--- src/rtl/iq_bridge_pkg.sv ---
package iq_bridge_pkg;
  localparam int unsigned NUM_PORTS = 4;
  localparam int unsigned QUAD_CH   = 4;
  localparam int unsigned MAX_SLOTS = 2 * QUAD_CH;
  localparam int unsigned SLOT_W    = $clog2(MAX_SLOTS);

  typedef enum logic {
    MODE_SPLIT = 1'b0,
    MODE_QUAD  = 1'b1
  } bridge_mode_e;

  // lanes swap in pairs: A<->C, B<->D
  function automatic int unsigned peer_port(input int unsigned p);
    return p ^ 2;
  endfunction

  function automatic logic [SLOT_W-1:0] last_slot(input bridge_mode_e m);
    return (m == MODE_QUAD) ? SLOT_W'(MAX_SLOTS - 1) : SLOT_W'(MAX_SLOTS / 2 - 1);
  endfunction
endpackage

--- src/rtl/iq_par_path.sv ---
module iq_par_path
  import iq_bridge_pkg::*;
#(
  parameter int unsigned DW = 16
) (
  input  logic                  clk_i,
  input  logic                  rst_ni,
  input  logic                  flush_i,
  input  logic                  quad_i,
  input  logic                  valid_i,
  input  logic                  frame_i,
  input  logic                  sync_i,
  input  logic [NUM_PORTS*DW-1:0] data_i,
  output logic                  valid_o,
  output logic                  sync_o,
  output logic                  q_o,
  output logic [NUM_PORTS*DW-1:0] data_o
);
  localparam int unsigned BUS_W = NUM_PORTS * DW;

  logic [BUS_W-1:0] crossed, s1_data, s2_data;
  logic s1_v, s2_v, s1_s, s2_s, s1_q, s2_q;
  logic ph_r, ph_now;

  for (genvar p = 0; p < NUM_PORTS; p++) begin : g_cross
    localparam int unsigned SRC = peer_port(p);
    assign crossed[p*DW +: DW] = data_i[SRC*DW +: DW];
  end

  assign ph_now = frame_i ? 1'b0 : ~ph_r;

  always_ff @(posedge clk_i or negedge rst_ni) begin
    if (!rst_ni) begin
      s1_v <= 1'b0; s2_v <= 1'b0;
      s1_s <= 1'b0; s2_s <= 1'b0;
      s1_q <= 1'b0; s2_q <= 1'b0;
      ph_r <= 1'b0;
      s1_data <= '0; s2_data <= '0;
    end else begin
      s1_s <= sync_i;
      s2_s <= s1_s;
      if (flush_i) begin
        s1_v <= 1'b0;
        s2_v <= 1'b0;
      end else begin
        s1_v <= valid_i;
        s2_v <= s1_v;
      end
      if (valid_i && !flush_i) begin
        s1_data <= crossed;
        ph_r    <= ph_now;
        s1_q    <= quad_i & ph_now;
      end
      if (s1_v) begin
        s2_data <= s1_data;
        s2_q    <= s1_q;
      end
    end
  end

  assign valid_o = s2_v;
  assign sync_o  = s2_s;
  assign q_o     = s2_q;
  assign data_o  = s2_data;

  // edges seen since reset, saturating at 2
  logic [1:0] age;
  always_ff @(posedge clk_i or negedge rst_ni) begin
    if (!rst_ni) age <= 2'd0;
    else if (age != 2'd2) age <= age + 2'd1;
  end

  a_r2_valid_two_stages: assert property (@(posedge clk_i) disable iff (!rst_ni)
    (age == 2'd2 && valid_o) |-> $past(valid_i, 2));

  a_r2_sync_two_stages: assert property (@(posedge clk_i) disable iff (!rst_ni)
    (age == 2'd2) |-> (sync_o == $past(sync_i, 2)));
endmodule

--- src/rtl/iq_tdm_deser.sv ---
module iq_tdm_deser
  import iq_bridge_pkg::*;
#(
  parameter int unsigned DW = 16
) (
  input  logic                    clk_i,
  input  logic                    rst_ni,
  input  logic                    flush_i,
  input  logic                    en_i,
  input  logic                    valid_i,
  input  logic                    frame_i,
  input  logic                    sync_i,
  input  logic [DW-1:0]           data_i,
  input  logic [SLOT_W-1:0]       last_i,
  output logic                    done_o,
  output logic                    sync_o,
  output logic [MAX_SLOTS*DW-1:0] slots_o
);
  logic              locked, done_q, fsync_q;
  logic [SLOT_W-1:0] cnt, idx;
  logic              take;

  assign idx  = frame_i ? '0 : cnt;
  assign take = en_i & valid_i & (frame_i | locked);

  always_ff @(posedge clk_i or negedge rst_ni) begin
    if (!rst_ni) begin
      locked  <= 1'b0;
      done_q  <= 1'b0;
      fsync_q <= 1'b0;
      cnt     <= '0;
      slots_o <= '0;
    end else if (flush_i) begin
      locked <= 1'b0;
      done_q <= 1'b0;
      cnt    <= '0;
    end else begin
      done_q <= 1'b0;
      if (take) begin
        slots_o[idx*DW +: DW] <= data_i;
        if (idx == '0) fsync_q <= sync_i;
        locked <= 1'b1;
        if (idx == last_i) begin
          cnt    <= '0;
          done_q <= 1'b1;
        end else begin
          cnt <= idx + 1'b1;
        end
      end
    end
  end

  assign done_o = done_q;
  assign sync_o = fsync_q;

  a_r6_slot_in_frame: assert property (@(posedge clk_i) disable iff (!rst_ni)
    (locked && !flush_i) |-> (cnt <= last_i));

  a_r8_unlocked_no_done: assert property (@(posedge clk_i) disable iff (!rst_ni)
    flush_i |=> !done_o);
endmodule

--- src/rtl/iq_tdm_ser.sv ---
module iq_tdm_ser
  import iq_bridge_pkg::*;
#(
  parameter int unsigned DW = 16
) (
  input  logic                    clk_i,
  input  logic                    rst_ni,
  input  logic                    flush_i,
  input  logic                    done_i,
  input  logic                    sync_i,
  input  logic [MAX_SLOTS*DW-1:0] slots_i,
  input  logic [SLOT_W-1:0]       last_i,
  output logic                    valid_o,
  output logic                    frame_o,
  output logic                    sync_o,
  output logic                    q_o,
  output logic [DW-1:0]           data_o
);
  logic [MAX_SLOTS*DW-1:0] hold;
  logic [SLOT_W-1:0]       cnt;
  logic                    active;

  always_ff @(posedge clk_i or negedge rst_ni) begin
    if (!rst_ni) begin
      hold    <= '0;
      cnt     <= '0;
      active  <= 1'b0;
      valid_o <= 1'b0;
      frame_o <= 1'b0;
      sync_o  <= 1'b0;
      q_o     <= 1'b0;
      data_o  <= '0;
    end else if (flush_i) begin
      active  <= 1'b0;
      valid_o <= 1'b0;
      frame_o <= 1'b0;
      sync_o  <= 1'b0;
    end else if (done_i) begin
      // slot 0 leaves now, the rest replay from the held copy
      hold    <= slots_i;
      data_o  <= slots_i[0 +: DW];
      valid_o <= 1'b1;
      frame_o <= 1'b1;
      sync_o  <= sync_i;
      q_o     <= 1'b1;
      cnt     <= SLOT_W'(1);
      active  <= 1'b1;
    end else if (active) begin
      data_o  <= hold[cnt*DW +: DW];
      valid_o <= 1'b1;
      frame_o <= 1'b0;
      sync_o  <= 1'b0;
      q_o     <= ~cnt[0];
      if (cnt == last_i) active <= 1'b0;
      else               cnt    <= cnt + 1'b1;
    end else begin
      valid_o <= 1'b0;
      frame_o <= 1'b0;
      sync_o  <= 1'b0;
    end
  end

  a_r5_frame_marks_q_slot: assert property (@(posedge clk_i) disable iff (!rst_ni)
    frame_o |-> (valid_o && q_o));

  a_r5_sync_only_on_frame: assert property (@(posedge clk_i) disable iff (!rst_ni)
    sync_o |-> frame_o);

  a_r4_replay_in_frame: assert property (@(posedge clk_i) disable iff (!rst_ni)
    (active && !flush_i) |-> (cnt <= last_i));
endmodule

--- src/rtl/iq_tdm_bridge.sv ---
module iq_tdm_bridge
  import iq_bridge_pkg::*;
#(
  parameter int unsigned DW = 16
) (
  input  logic                    clk_i,
  input  logic                    rst_ni,
  input  logic                    mode_i,
  input  logic                    tdm_i,
  input  logic                    dn_valid_i,
  input  logic                    dn_frame_i,
  input  logic                    dn_sync_i,
  input  logic [NUM_PORTS*DW-1:0] dn_data_i,
  output logic                    up_valid_o,
  output logic                    up_frame_o,
  output logic                    up_sync_o,
  output logic                    up_q_phase_o,
  output logic [NUM_PORTS*DW-1:0] up_data_o
);
  localparam int unsigned BUS_W = NUM_PORTS * DW;

  logic mode_q, tdm_q, chg, armed;
  logic [SLOT_W-1:0] last;

  assign chg  = (mode_i != mode_q) | (tdm_i != tdm_q);
  assign last = last_slot(bridge_mode_e'(mode_i));

  always_ff @(posedge clk_i or negedge rst_ni) begin
    if (!rst_ni) begin
      mode_q <= 1'b0;
      tdm_q  <= 1'b0;
      armed  <= 1'b0;
    end else begin
      mode_q <= mode_i;
      tdm_q  <= tdm_i;
      if (chg)                           armed <= 1'b0;
      else if (dn_valid_i && dn_frame_i) armed <= 1'b1;
    end
  end

  // parallel path
  logic             par_in_v, par_v, par_s, par_q;
  logic [BUS_W-1:0] par_d;

  assign par_in_v = dn_valid_i & ~tdm_i & ~chg & (armed | dn_frame_i);

  iq_par_path #(.DW(DW)) u_par (
    .clk_i   (clk_i),
    .rst_ni  (rst_ni),
    .flush_i (chg),
    .quad_i  (mode_i),
    .valid_i (par_in_v),
    .frame_i (dn_frame_i),
    .sync_i  (dn_sync_i & ~tdm_i),
    .data_i  (dn_data_i),
    .valid_o (par_v),
    .sync_o  (par_s),
    .q_o     (par_q),
    .data_o  (par_d)
  );

  // serial path: lane D in, lane A out
  logic                    des_done, des_sync;
  logic [MAX_SLOTS*DW-1:0] des_slots;
  logic                    ser_v, ser_f, ser_s, ser_q;
  logic [DW-1:0]           ser_d;

  iq_tdm_deser #(.DW(DW)) u_deser (
    .clk_i   (clk_i),
    .rst_ni  (rst_ni),
    .flush_i (chg),
    .en_i    (tdm_i),
    .valid_i (dn_valid_i),
    .frame_i (dn_frame_i),
    .sync_i  (dn_sync_i),
    .data_i  (dn_data_i[(NUM_PORTS-1)*DW +: DW]),
    .last_i  (last),
    .done_o  (des_done),
    .sync_o  (des_sync),
    .slots_o (des_slots)
  );

  iq_tdm_ser #(.DW(DW)) u_ser (
    .clk_i   (clk_i),
    .rst_ni  (rst_ni),
    .flush_i (chg),
    .done_i  (des_done),
    .sync_i  (des_sync),
    .slots_i (des_slots),
    .last_i  (last),
    .valid_o (ser_v),
    .frame_o (ser_f),
    .sync_o  (ser_s),
    .q_o     (ser_q),
    .data_o  (ser_d)
  );

  assign up_valid_o   = tdm_i ? ser_v : par_v;
  assign up_frame_o   = tdm_i & ser_f;
  assign up_sync_o    = tdm_i ? ser_s : par_s;
  assign up_q_phase_o = tdm_i ? ser_q : par_q;
  assign up_data_o    = tdm_i ? {{(BUS_W-DW){1'b0}}, ser_d} : par_d;

  a_r8_change_drops_valid: assert property (@(posedge clk_i) disable iff (!rst_ni)
    chg |=> !up_valid_o);

  a_r8_unarmed_par_quiet: assert property (@(posedge clk_i) disable iff (!rst_ni)
    (!tdm_i && !armed && !dn_frame_i) |-> !par_in_v);
endmodule

--- config.mk ---
export PLATFORM = sky130hd
export DESIGN_NAME = iq_tdm_bridge
export DESIGN_NICKNAME = d
export VERILOG_FILES = /design/src/rtl/iq_bridge_pkg.sv /design/src/rtl/iq_par_path.sv /design/src/rtl/iq_tdm_deser.sv /design/src/rtl/iq_tdm_ser.sv /design/src/rtl/iq_tdm_bridge.sv
export SDC_FILE = /design/constraint.sdc
export NUM_CORES = 1
export LEC_CHECK = 0
export BUFFER_PORTS_ARGS = -buffer_cell sky130_fd_sc_hd__buf_2
export CAP_MARGIN = 0
export CORE_ASPECT_RATIO = 1.4
export CORE_MARGIN = 4
export CORE_UTILIZATION = 58
export CTS_CLUSTER_SIZE = 24
export DETAILED_ROUTE_END_ITERATION = 8
export GPL_TIMING_DRIVEN = 0
export PLACE_DENSITY = 0.85
export SLEW_MARGIN = 20
export SYNTH_ARGS = -nofsm -noshare
export SYNTH_HDL_FRONTEND = slang
export SYNTH_SLANG_ARGS = --single-unit
--- constraint.sdc ---
create_clock -name clk_i -period 4.8 [get_ports clk_i]
set_input_delay 0.72 -clock clk_i [delete_from_list [all_inputs] [get_ports clk_i]]
set_output_delay 0.72 -clock clk_i [all_outputs]
set_load 0.05 [all_outputs]
-- After elaboration in Yosys (flattened, before gate mapping)
Index checks and enable logic that the tools add are counted.
- bits in registers: 424
- input bits: 71
- output and inout bits: 68
- add/sub/neg operators: 3
- equality and inequality tests: 5
- shift operators: 3
- multiplexer cells: 38
- bitwise logic cells: 15
- reductions and logical operators: 12
- operator list (operator ; number):
    128-bit bitwise mux ; 1
    16-bit by 34-bit variable shift with 128-bit output (first input constant) ; 1
    128-bit by 8-bit variable part select with 16-bit output ; 1
    16-bit by 34-bit variable part select with 128-bit output ; 1
    64-bit two-way mux ; 1
    7-bit negation with 34-bit output ; 1
    16-bit two-way mux ; 2
    1-bit two-way mux ; 26
    3-bit two-way mux ; 8
    1-bit bitwise AND ; 8
    3-bit by 1-bit adder with 3-bit output (second input constant) ; 2
    3-bit equality test ; 2
    2-bit AND reduction ; 3
    3-bit AND reduction ; 2
    2-bit nonzero test ; 3
    1-bit NOT ; 4
    3-bit logical NOT ; 1
    1-bit OR ; 3
    1-bit logical AND ; 2
    1-bit != test ; 2
    2-bit != test (second input constant) ; 1
    1-bit logical NOT ; 1

-- Depth between registers and ports, before layout
Gate-level depths: netlist (run 1).
- depth in word-level cells: 6
- gate-level depth with buffers: 9

-- Cells and area by module
Synthesis (run 1) repeated with hierarchy kept, for this count alone.
- cell total of the unflattened synthesis: 1542
- area total of the unflattened synthesis: 18472.7 µm²
- by module, submodules not included (module ; times used ; cells an instance ; area an instance (µm²)):
    iq_tdm_ser ; 1 ; 764 ; 6804.0
    iq_tdm_deser ; 1 ; 405 ; 5690.5
    iq_par_path ; 1 ; 284 ; 5232.5
    iq_tdm_bridge ; 1 ; 89 ; 745.7

-- Worst setup path after synthesis (run 1)
OpenSTA, ideal clock, no wires.
- path type: in2reg
- start point: in dn_frame_i
- end point: reg u_deser.slots_o[119]
- arrival time: 2.895 ns
- required time: 4.675 ns
- path slack: 1.780 ns
- stages: 8
- cells stage by stage: clkbuf_1 > nand2b_1 > ha_1 > ha_1 > or3_1 > nor3_2 > buf_4 > mux2_2
- cells in the longest elaborated chain, start to end: 4
- elaborated cells on any way between the ends: 8
- RTL lines (what ; RTL line ; source):
    from (decl) ; iq_tdm_bridge.sv:11 ; input logic dn_frame_i,
    3-bit two-way mux ; iq_tdm_deser.sv:23 ; assign idx = frame_i ? '0 : cnt;
    7-bit negation with 34-bit output ; iq_tdm_deser.sv:40 ; slots_o[idx*DW +: DW] <= data_i;
    16-bit by 34-bit variable part select with 128-bit output or 16-bit by 34-bit variable shift with 128-bit output (tied branches) ; iq_tdm_deser.sv:40 ;
    128-bit bitwise mux ; iq_tdm_deser.sv:40 ;
    to (signal, indexed assignment) ; iq_tdm_deser.sv:40 ;
    to (decl) ; iq_tdm_deser.sv:17 ; output logic [MAX_SLOTS*DW-1:0] slots_o
Parallel ways exist; a longest one is shown, timed or not.
A chain may end at the register's enable or synchronous reset.

-- Worst setup path after layout (run 1)
- start point: in tdm_i
- end point: out up_frame_o
- cells in the longest elaborated chain, start to end: 1
- RTL lines (what ; RTL line ; source):
    from (decl) ; iq_tdm_bridge.sv:9 ; input logic tdm_i,
    1-bit bitwise AND ; iq_tdm_bridge.sv:99 ; assign up_frame_o = tdm_i & ser_f;
    to (decl) ; iq_tdm_bridge.sv:15 ; output logic up_frame_o,
Every way passes these cells.

==> results of run 1 <==
==> flip-flops by register name (all words and copies together) (netlist names), 3 cells and up <==
| signal | count |
|---|---|
| u_par.data_o | 64 |
| u_par.s1_data | 64 |
| u_ser.data_o | 16 |
| u_ser.cnt | 3 |
| u_deser.cnt | 3 |
| u_ser.hold | 128 |
| u_deser.slots_o | 128 |
==> power by group through the flow <==
stage,Sequential (mW),Clock [mW],Combinational [mW]
finish,4.21,3.19,1.23
global route,4.26,3.39,1.31
CTS,4.21,3.24,1.24
detailed placement,4.27,0,1.23
global placement,4.23,0,1.18
floorplan,4.19,0,0.919
==> area by class of cell <==
cell class / instances / area, µm² / area share, %
tap: 385 / 482 / 2.37
clock buffer: 56 / 1120 / 5.50
buffer: 70 / 313 / 1.54
clock inverter: 10 / 185 / 0.910
timing repair buffer: 142 / 811 / 3.99
multi-input combinational: 663 / 6730 / 33.1
inverter: 24 / 90.1 / 0.443
sequential: 424 / 10600 / 52.2
==> synthesized netlist by cell type, types with 2 or more instances <==
master | instances | area share [%]
buf_2 | 16 | 0.45
mux2_4 | 10 | 0.85
nor3_1 | 20 | 0.56
a221o_1 | 16 | 0.90
xnor2_1 | 2 | 0.099
nor3_2 | 3 | 0.17
clkbuf_1 | 42 | 0.89
or4_1 | 2 | 0.085
or3_1 | 2 | 0.070
mux4_2 | 32 | 4.1
mux2i_1 | 31 | 1.7
ha_1 | 5 | 0.35
buf_6 | 2 | 0.13
nand2b_1 | 4 | 0.14
o211ai_1 | 4 | 0.17
and3_1 | 2 | 0.070
mux2_1 | 3 | 0.19
o21ai_0 | 22 | 0.62
nand2_1 | 40 | 0.85
buf_1 | 6 | 0.13
buf_4 | 4 | 0.17
inv_1 | 23 | 0.49
dfrtp_1 | 424 | 60
nor2b_1 | 52 | 1.8
a21oi_1 | 4 | 0.11
mux2_2 | 364 | 23
xnor2_4 | 2 | 0.31
and2_1 | 20 | 0.71
nor2_1 | 9 | 0.19
==> through the flow <==
stage	area [µm²]	power, mW	std cells
after detailed placement	19000	5.50	1708
after global placement	18900	5.42	1704
after CTS	20300	8.69	1774
after floorplan	17700	5.11	1181
after global routing	20300	8.96	1774
final	20300	8.63	1774
==> worst paths after layout <==
path,end,slack (ps),cells past startpoint,from
max in group asynchronous,u_deser.slots_o[78],3360,3,rst_ni
min in group clk_i,mode_q,320,1,mode_i
worst max register to register,u_deser.slots_o[117],1680,8,u_deser.cnt[0]
worst min register to register,u_par.sync_o,350,0,u_par.s1_s
worst max-delay path,up_frame_o,1600,6,tdm_i
worst min-delay path,u_ser.hold[82],110,1,rst_ni
==> per-layer routing <==
layer / track usage [%] / wire (µm) / part of all wire (%)
met5: 0 / 0 / 0
met4: 7.80 / 1150 / 3.0
met3: 3.18 / 1480 / 3.8
met2: 41.6 / 20500 / 53
met1: 29.6 / 15500 / 40
==> cell families (layout without fill, tap and decap cells) <==
family	after synthesis	count (layout)	synth area share, %
flops	424	424	59.8
fa+ha+maj	5	5	0.353
xor+xnor	4	4	0.409
buf+inv	94	302	2.27
mux	440	440	29.9
compound gates	54	54	2.16
simple gates	160	160	5.07
==> impl_metrics.toml, run 1 <==
[job]
drv_cap = 0

[power_and_ir_drop]
power.switching_mw = 2.25
peakVddDrop_uv = 229
seqPwrFrac_pct = 48.8
switching_share_pct = 26.1
p_comb_share_pct = 14.2
leakagePower_nw = 9.95
pwr-share-clk_pct = 37.0
p_int_mw = 6.38
p_per_area_nw_per_um2 = 424

[outcome]
status = "completed"

[floorplan]
dieWidth_um = 156
core-area_um2 = 30100
die_area_um2 = 33500
num_rows = 75
initial_core_util_pct = 58.9
die_h_um = 215
io_pins = 139

[finish]
fillers = 1967
nNetsFinal = 1439
layout_commonest_cell = "dfrtp_1"
area_delta_synth_final_pct = 14.6
layout_common_cells = "dfrtp_1 (424), mux2_2 (364), buf_2 (153), nor2b_1 (52), clkbuf_1 (51)"
drive_above_1_share_pct = 45.8
antennaDiodeCount = 0
final_util_pct = 67.5

[clock_network]
cts_root_buf = "clkbuf_16"
clk_path_buf_depth = 3
cts_htree_levels = 2
cts_inserted_buffers = 38
cts_sinks = 424
cts_tree = "done"
insertion_delay_ps = 540
postCtsSetupBuffers = 0
clk_pin_slew_ps = 60
postCtsResizedCells = 0
ctsHoldBuffers = 0

[critical_path]
crit_arrival_ps = 2480
critPathTopFamily = "buffers and inverters"
cp_common_cell = "buf_2"
path_max_fanout = 10
cp-start-kind = "input pin"
cp_cell_sequence = "buf_2 -> buf_4 -> buf_1 -> clkbuf_1 -> and2_1 -> buf_2"
cpPeakStageDelay_ps = 490
required_ps = 4080
crit_type = "input pin to output pin"
crit_path_end_kind = "output pin"
crit_slowest_cell = "buf_1"
path_buf_inv = 5

[routing]
drt_iter0_drc = 630
vias = 10218
wl_mm = 38.6
ant_nets = 0
wl_per_cell_um = 21.7
drc = 0
viasPerCell = 5.76
first_pass_iters = 4

[timing]
min_period_over_period_pct = 66.7
hold_violations = 0
setup_ws_ps = 1600
worstMarginPinSlew_ps = 885
fin_crit_ps = 3200
rsz0062_at_grt = "false"
slew_viol_final = 0
fin_setup_tns_ps = 0
hold_ws_ps = 111
clock.fmax_mhz = 312
setup_viol = 0
relSlewSlack_pct = 40.5
worst_clock_skew_ps = 24.6

[logic_synthesis]
yosysSeqAreaShare_pct = 59.8
async_flop_share_pct = 100
syn_avg_cell_area_um2 = 15.0
synth_edf_count = 0
syn-num-nets = 1257
synth_area_um2 = 17700
ys_seq_elements = 424
synth_warnings = 0
synth_cell_types = 44
synthFlopType = "dfrtp_1"
synthCells = 1181

[global_route]
track_usage_pct = 23.4
grt_pass1_wl_mm = 62.5
grt_max_degree = 109
antenna_found_initial = 0
grt_pass1_vias = 11358
grt_overflow = 0

[placement]
gp_congestion = 0.817
io_buffers = 138
dp_worst_setup_slack_ps = 1160
dpl.hpwl_mm = 27.1

[min_path]
hp-class = "input pin to async pin"
No activity file was read; power rests on OpenSTA's default activity.
==> run 2, diff against run 1 <==
==> constraint.sdc (replaced) <==
create_clock -name clk_i -period 3.2 [get_ports clk_i]
set_input_delay 0.48 -clock clk_i [delete_from_list [all_inputs] [get_ports clk_i]]
set_output_delay 0.48 -clock clk_i [all_outputs]
set_load 0.05 [all_outputs]
==> run 2 against run 1 <==
Net effect:
- via count grew 0.22%
- worst setup slack got worse by 1500 ps
- routed wire length about the same
- largest cell class unchanged
- highest routed layer unchanged
==> impl_metrics.toml, run 2 (synthesis results as in run 1) <==
[power_and_ir_drop]
pwr-share-clk_pct = 37.0
p_per_area_nw_per_um2 = 636
power.switching_mw = 3.38
leakagePower_nw = 9.95
peakVddDrop_uv = 343
p_comb_share_pct = 14.2
p_int_mw = 9.57
seqPwrFrac_pct = 48.8
switching_share_pct = 26.1

[clock_network]
postCtsSetupBuffers = 0
clk_path_buf_depth = 3
cts_sinks = 424
cts_inserted_buffers = 38
cts_htree_levels = 2
cts_root_buf = "clkbuf_16"
insertion_delay_ps = 540
cts_tree = "done"
clk_pin_slew_ps = 70

[placement]
dpl.hpwl_mm = 27.1
dp_cells = 1708
io_buffers = 138
gp_congestion = 0.817

[routing]
wl_mm = 38.6
vias = 10240
viasPerCell = 5.77
wl_per_cell_um = 21.7
first_pass_iters = 5
ant_nets = 0
drt_iter0_drc = 627
drc = 0

[finish]
antennaDiodeCount = 0
area_delta_synth_final_pct = 14.7
layout_common_cells = "dfrtp_1 (424), mux2_2 (364), buf_2 (153), nor2b_1 (52), clkbuf_1 (51)"
final-seq-area_um2 = 10600
fillers = 1968
multi_input_area_um2 = 6740
layout_commonest_cell = "dfrtp_1"
final_util_pct = 67.6
reg_top3 = "u_deser.slots_o x128, u_ser.hold x128"
nNetsFinal = 1440
drive_above_1_share_pct = 45.8
finalNonFillerCells = 1775

[floorplan]
die_h_um = 215
core-area_um2 = 30100
io_pins = 139
initial_core_util_pct = 58.9
num_rows = 75
dieWidth_um = 156
die_area_um2 = 33500

[global_route]
antenna_found_initial = 0
track_usage_pct = 23.4
grt_pass1_vias = 11360
grt_max_degree = 109
grt_pass1_wl_mm = 62.5
grt_overflow = 0

[timing]
fin_setup_tns_ps = 0
slew_viol_final = 0
worst_clock_skew_ps = 20.8
worstMarginPinSlew_ps = 881
fin_crit_ps = 3080
setup_viol = 0
clock.fmax_mhz = 325
rsz0062_at_grt = "false"
min_period_over_period_pct = 96.2
relSlewSlack_pct = 41.3
hold_violations = 0

[critical_path]
r2r_slack_ps = 120
crit_path_end_kind = "flop"
crit_type = "flop to flop"
required_ps = 3600
path_max_fanout = 10
crit_arrival_ps = 3480
cp-start-kind = "flop"

[min_path]
hp-class = "input pin to flop"

[job]
drv_cap = 0

[outcome]
status = "completed"
-- run 2: routing by layer --
layer	global-route usage [%]	share of wire (%)	routed length [µm]	up-vias
li1	-	-	-	4561
met1	29.6	40	15500	5347
met2	41.6	53	20400	259
met3	3.18	4.0	1530	73
met4	7.80	3.0	1140	0
met5	0	0	0	-
-- run 2: cell type report --
type	count	area share, %
clock inverters	10	0.910
plain buffers	70	1.54
repair buffers	143	4.03
well taps	385	2.37
clock buffers	56	5.50
flip-flops and latches	424	52.1
inverters	24	0.443
multi-input cells	663	33.1
-- run 2: metrics by stage --
stage | hold WS (ps) | total power, mW | cell area [µm²] | worst slack (ps)
floorplan | 184 | 7.66 | 17700 | 420
global placement | 335 | 8.12 | 18900 | -6200
detailed placement | 336 | 8.25 | 19000 | -202
CTS | 63.5 | 13.0 | 20400 | 97.1
global route | 67.4 | 13.4 | 20400 | 5.84
finish | 83.9 | 12.9 | 20400 | 123
-- run 2: power by group through the flow --
stage	Combinational (mW)	Clock [mW]	Sequential, mW
6_report	1.84	4.79	6.32
5_1_grt	1.97	5.08	6.38
4_1_cts	1.87	4.86	6.31
3_3_place_gp	1.78	0	6.35
2_1_floorplan	1.38	0	6.28
3_5_place_dp	1.85	0	6.40
-- run 2: final timing paths --
| path | start | to | cells past startpoint |
|---|---|---|---|
| setup / recovery | u_deser.cnt[0] | u_deser.slots_o[117] | 8 |
| setup reg to reg | u_deser.cnt[0] | u_deser.slots_o[117] | 8 |
| max in group asynchronous | rst_ni | u_par.s1_data[25] | 4 |
| hold reg to reg | u_par.s1_s | u_par.sync_o | 0 |
| hold / removal | mode_i | mode_q | 1 |
| min in group asynchronous | rst_ni | u_ser.hold[82] | 2 |
-- run 2: critical path: stages (launching register included) --
cell      delay (ps)
dfrtp_1          410
nand2b_1          80
clkbuf_1         290
ha_1             210
ha_1             270
or3_1            450
nor3_2           550
buf_4            330
mux2_1           350
-- run 2: repair_timing --
action                                  in CTS  in global routing
hold endpoints to repair                    44                  0
gates resized for setup                      0                  1
endpoints found under the setup margin       0                 10
hold buffers                                 1                  0
